`config.mk`:
```
export PLATFORM = sky130hd
export DESIGN_NAME = ipi_ctrl_reg
export DESIGN_NICKNAME = d
export VERILOG_FILES = /design/src/rtl/ipi_pkg.sv /design/src/rtl/ipi_cmd_decode.sv /design/src/rtl/ipi_level_router.sv /design/src/rtl/ipi_state_reg.sv /design/src/rtl/ipi_read_port.sv /design/src/rtl/ipi_ctrl_reg.sv
export SDC_FILE = /design/constraint.sdc
export NUM_CORES = 1
export LEC_CHECK = 0
export ABC_AREA = 1
export CAP_MARGIN = 10
export CORE_MARGIN = 10
export CORE_UTILIZATION = 29
export DETAILED_ROUTE_END_ITERATION = 10
export PLACE_DENSITY_LB_ADDON = 0.3
export SLEW_MARGIN = 30
export SYNTH_ARGS = -nofsm -noshare
export SYNTH_HDL_FRONTEND = slang
export SYNTH_HIERARCHICAL = 1
export SYNTH_SLANG_ARGS = --single-unit
```
`constraint.sdc`:
```
create_clock -name clk -period 1.2 [get_ports clk]
set_input_delay 0.24 -clock clk [delete_from_list [all_inputs] [get_ports clk]]
set_output_delay 0.24 -clock clk [all_outputs]
set_load 0.05 [all_outputs]
```
`src/rtl/ipi_pkg.sv`:
```
package ipi_pkg;
  typedef enum logic [1:0] {
    OP_COND_OUT = 2'd0,
    OP_COND_IN  = 2'd1,
    OP_DATA_OUT = 2'd2,
    OP_DATA_IN  = 2'd3
  } ipi_op_e;
endpackage

```
`src/rtl/ipi_cmd_decode.sv`:
```
module ipi_cmd_decode #(
  parameter int PRI_W = 3
) (
  input  logic             cmd_valid,
  input  logic [1:0]       cmd_op,
  input  logic [PRI_W:0]   ctl_bits,
  output logic             load_pri,
  output logic [PRI_W-1:0] pri_val,
  output logic             clr_req,
  output logic             rd_status,
  output logic             rd_zero
);
  import ipi_pkg::*;
  ipi_op_e op;
  always_comb begin
    op        = ipi_op_e'(cmd_op);
    load_pri  = cmd_valid && (op == OP_COND_OUT);
    pri_val   = ctl_bits[PRI_W-1:0];
    clr_req   = load_pri && ctl_bits[PRI_W];
    rd_status = cmd_valid && (op == OP_COND_IN);
    rd_zero   = cmd_valid && (op == OP_DATA_IN);
  end
endmodule

```
`src/rtl/ipi_level_router.sv`:
```
module ipi_level_router #(
  parameter int PRI_W  = 3,
  parameter int LEVELS = (1 << PRI_W) - 1
) (
  input  logic              pend,
  input  logic [PRI_W-1:0]  level,
  output logic [LEVELS-1:0] req
);
  for (genvar i = 0; i < LEVELS; i++) begin : g_lvl
    assign req[i] = pend && (level == PRI_W'(i + 1));
  end
endmodule

```
`src/rtl/ipi_state_reg.sv`:
```
module ipi_state_reg #(
  parameter int PRI_W  = 3,
  parameter int LEVELS = (1 << PRI_W) - 1
) (
  input  logic              clk,
  input  logic              rst,
  input  logic              load_pri,
  input  logic [PRI_W-1:0]  pri_val,
  input  logic              clr_req,
  input  logic              set_req,
  output logic              pend_q,
  output logic [PRI_W-1:0]  pri_q,
  output logic [LEVELS-1:0] irq_q
);
  logic              pend_n;
  logic [PRI_W-1:0]  pri_n;
  logic [LEVELS-1:0] irq_n;

  always_comb begin
    pri_n  = load_pri ? pri_val : pri_q;
    pend_n = set_req || (pend_q && !clr_req);
  end

  ipi_level_router #(.PRI_W(PRI_W), .LEVELS(LEVELS)) u_router (
    .pend (pend_n),
    .level(pri_n),
    .req  (irq_n)
  );

  always_ff @(posedge clk) begin
    if (rst) begin
      pend_q <= 1'b0;
      pri_q  <= '0;
      irq_q  <= '0;
    end else begin
      pend_q <= pend_n;
      pri_q  <= pri_n;
      irq_q  <= irq_n;
    end
  end
endmodule

```
`src/rtl/ipi_read_port.sv`:
```
module ipi_read_port #(
  parameter int DATA_W = 36,
  parameter int PRI_W  = 3
) (
  input  logic              clk,
  input  logic              rst,
  input  logic              rd_status,
  input  logic              rd_zero,
  input  logic              pend_q,
  input  logic [PRI_W-1:0]  pri_q,
  output logic              rsp_valid,
  output logic [DATA_W-1:0] rsp_rdata
);
  localparam int STAT_W = PRI_W + 1;
  logic [STAT_W-1:0] status;
  assign status = {pend_q, pri_q};

  always_ff @(posedge clk) begin
    if (rst) begin
      rsp_valid <= 1'b0;
      rsp_rdata <= '0;
    end else begin
      rsp_valid <= rd_status || rd_zero;
      rsp_rdata <= rd_status ? {{(DATA_W-STAT_W){1'b0}}, status} : '0;
    end
  end
endmodule

```
`src/rtl/ipi_ctrl_reg.sv`:
```
module ipi_ctrl_reg #(
  parameter int DATA_W = 36,
  parameter int PRI_W  = 3,
  localparam int LEVELS = (1 << PRI_W) - 1
) (
  input  logic              clk,
  input  logic              rst,
  input  logic              cmd_valid,
  input  logic [1:0]        cmd_op,
  input  logic [DATA_W-1:0] cmd_wdata,
  input  logic              remote_strobe,
  output logic              rsp_valid,
  output logic [DATA_W-1:0] rsp_rdata,
  output logic [LEVELS-1:0] irq_req
);
  logic             load_pri, clr_req, rd_status, rd_zero;
  logic [PRI_W-1:0] pri_val;
  logic             pend_q;
  logic [PRI_W-1:0] pri_q;

  ipi_cmd_decode #(.PRI_W(PRI_W)) u_dec (
    .cmd_valid(cmd_valid),
    .cmd_op   (cmd_op),
    .ctl_bits (cmd_wdata[PRI_W:0]),
    .load_pri (load_pri),
    .pri_val  (pri_val),
    .clr_req  (clr_req),
    .rd_status(rd_status),
    .rd_zero  (rd_zero)
  );

  ipi_state_reg #(.PRI_W(PRI_W), .LEVELS(LEVELS)) u_state (
    .clk     (clk),
    .rst     (rst),
    .load_pri(load_pri),
    .pri_val (pri_val),
    .clr_req (clr_req),
    .set_req (remote_strobe),
    .pend_q  (pend_q),
    .pri_q   (pri_q),
    .irq_q   (irq_req)
  );

  ipi_read_port #(.DATA_W(DATA_W), .PRI_W(PRI_W)) u_rd (
    .clk      (clk),
    .rst      (rst),
    .rd_status(rd_status),
    .rd_zero  (rd_zero),
    .pend_q   (pend_q),
    .pri_q    (pri_q),
    .rsp_valid(rsp_valid),
    .rsp_rdata(rsp_rdata)
  );
endmodule

```
==> impl_metrics.env <==
export IMPL_setup_viol=0
export IMPL_fin_crit_ns=1.08
export IMPL_synthArstFlopShare_pct=0
export IMPL_drive_above_1_share_pct=25.3
export IMPL_antenna_found_initial=0
export IMPL_synth_top_area_share_pct=37.2
export IMPL_die_y_um=74.5
export IMPL_synthAdderAreaFrac_pct=0
export IMPL_synth_simple_area_share_pct=19.8
export IMPL_critPathArrivalTime_ns=1.27
export IMPL_synth_seq_cells=16
export IMPL_wl_per_cell_um=9.90
export IMPL_worstRegToRegCells=6
export IMPL_worst_path_max_fanout=4
export IMPL_cts_root_buf="clkbuf_4"
export IMPL_yosysTopAreaCell="dfxtp_1"
export IMPL_stdcell_count=177
export IMPL_dpl_instance_area_um2=1110
export IMPL_fmax_ghz=0.924
export IMPL_worst_setup_path_end_kind="flop"
export IMPL_crit_slowest_cell="clkdlybuf4s50_1"
export IMPL_skew_ns=0.00118
export IMPL_critPathTopFamily="buffers and inverters"
export IMPL_place_ws_ns=-0.414
export IMPL_dr_total_vias=640
export IMPL_syn_inst=122
export IMPL_grt_pass1_wl_mm=2.90
export IMPL_synthXorXnorAreaFrac_pct=0
export IMPL_coreArea_um2=2810
export IMPL_first_iter_violations=20
export IMPL_cp_required_ns=1.39
export IMPL_cp_start_kind="primary input"
export IMPL_synth_area_per_cell_um2=7.06
export IMPL_maxCapViolations=0
export IMPL_grt_pass1_vias=733
export IMPL_fin_crit_sh_pct=90.2
export IMPL_drt_pass1_iterations=4
export IMPL_cp_cell_sequence="clkdlybuf4s50_1 -> inv_1 -> nor2_2 -> inv_1 -> nand2_1 -> nand2_2 -> nand2_2 -> nor2_1 -> inv_1 -> nor2_1"
export IMPL_synth_area_leaders="dfxtp_1, buf_4, nand2_1, nor2_1, inv_1"
export IMPL_synth_edf_count=0
export IMPL_powerDensity_nw_per_um2=1080
export IMPL_path_depth=10
export IMPL_critPathCapture="u_state/irq_q[3]"
export IMPL_num_rows=19
export IMPL_cts_tree="done"
export IMPL_hold_viol=0
export IMPL_timing_rr_end="u_state/irq_q[3]"
export IMPL_startpoint="cmd_wdata[3]"
export IMPL_grt_ovfl_total=0
export IMPL_rsz0062_at_grt="false"
export IMPL_vias_per_cell=3.62
export IMPL_clockBufferDepth=2
export IMPL_gp_congestion=0.738
export IMPL_dieArea_um2=5550
export IMPL_cpPeakStageDelay_ns=0.45
export IMPL_dp_cells=173
export IMPL_drc_errors=0
export IMPL_layout_setup_ws_ns=0.118
export IMPL_grt_max_degree=12
export IMPL_hp_class="flop to flop"
export IMPL_hpwlAfterDp_mm=1.50
export IMPL_yosysMostFrequentCell="buf_4"
export IMPL_numPortBuffers=21
export IMPL_critPathKind="primary input to flop"
export IMPL_cts_buffers=3
export IMPL_syn_area_um2=861
export IMPL_syn2layout_area_growth_pct=35.8
export IMPL_clkTransAtPathRegs_ns=0.09
export IMPL_holdWs_ns=0.437
export IMPL_cp_common_cell="inv_1"
export IMPL_grt_usage_pct=6.49
export IMPL_synthMuxAreaShare_pct=0
export IMPL_ir_drop_mv=0.342
export IMPL_clk_latency_ns=0.28
export IMPL_htree_levels=1
export IMPL_fin_nets=189
export IMPL_ys_warn_count=6
export IMPL_fin_area_um2=1170
export IMPL_start_util_pct=30.7
export IMPL_synth_top_family_by_area="buffers and inverters"
export IMPL_clock_sinks=16
export IMPL_ios=86
export IMPL_synth_compound_area_share_pct=2.33
export IMPL_min_delay_start="u_state/pend_q"
export IMPL_die_x_um=74.5
export IMPL_r2r_slack_ns=0.31
export IMPL_num_antenna_cells=0
export IMPL_status="finished clean"
export IMPL_p_leak_nw=0.554
export IMPL_maxSlewViolCount=0
export IMPL_critPathBufInv=4
export IMPL_ys_types=11
export IMPL_rr_startpoint="u_state/pend_q"
export IMPL_ys_seq_area_share_pct=37.2
export IMPL_ant_nets=0
export IMPL_synth_common_cells="buf_4, nand2_1, nor2_1"
export IMPL_synth_main_ff_cell="dfxtp_1"
export IMPL_wirelength_mm=1.75
==> per-stage QoR <==
stage               power [W]  util, %  TNS (ns)
floorplan            0.000928        -         0
global placement     0.000909     39.5     -2.96
detailed placement   0.000912     39.5     -3.28
CTS                   0.00127     41.5         0
global route          0.00133     41.7         0
finish                0.00127     41.7         0
==> cells by family after synthesis <==
kind of cell	Yosys count
flip-flops	16
other	1
buffers and inverters	57
AND/OR/NAND/NOR	44
AO/OA/AOI/OAI	4
==> layer usage <==
metal | part of all wire (%) | global-route usage (%) | vias up
met5 | 0 | 0 | -
met1 | 40 | 6.12 | 272
met3 | 9.9 | 2.53 | 4
met2 | 49 | 11.6 | 32
li1 | - | - | 332
met4 | 1.6 | 3.99 | 0
==> registers in the layout, summed over array words and instances, names as in the netlist <==
register	cells
u_state/irq_q	7
u_rd/rsp_rdata	4
u_state/pri_q	3
u_rd/rsp_valid	1
u_state/pend_q	1
==> worst reg2reg max path, delay by kind of cell, from the launching register on <==
kind | cells | cell delay [ns]
buffers and inverters | 1 | 0.04
DFF | 1 | 0.34
and+or+nand+nor | 5 | 0.45
==> where the power goes <==
group	leakage [nW]	total, W	switching, W	internal (W)
clock network	0.0210	0.000352	0.000168	0.000185
registers	0.130	0.000549	0.00000745	0.000542
logic	0.403	0.000364	0.000297	0.0000672
total	0.554	0.00127	0.000472	0.000794
==> cell type report <==
type	count	area, um^2
inverters	21	78.8
multi-input cells	80	338
flip-flops and latches	16	320
fillers	287	1640
clock buffers	4	36.3
repair buffers	25	357
well taps	31	38.8
==> how the worst min path moves through the flow <==
stage	slack, ns	depth (start not counted)	endpoint
2_1_floorplan	0.31	1	u_state/pri_q[2]
3_3_place_gp	0.42	2	u_rd/rsp_rdata[2]
3_5_place_dp	0.42	2	u_rd/rsp_rdata[1]
4_1_cts	0.43	5	u_rd/rsp_valid
5_1_grt	0.46	2	u_rd/rsp_rdata[3]
6_report	0.44	2	u_rd/rsp_rdata[3]
==> timing repair <==
item                                    in CTS  in global routing
hold buffers                                 0                  0
gates resized for setup                     15                  2
pin swaps                                    3                  2
endpoints found under the setup margin       7                  2
buffers inserted                             0                  0
==> placed cells by master (no fill, tap or decap), drive strengths merged <==
cell           synthesis  routed
conb                   1      32
clkbuf                 0       4
nor2                  22      22
a21oi                  4       4
dfxtp                 16      16
buf                   36      16
dlygate4sd2            0       3
nand2                 22      22
clkdlybuf4s50          0       6
inv                   21      21
No activity file was read; power rests on OpenSTA's default activity.
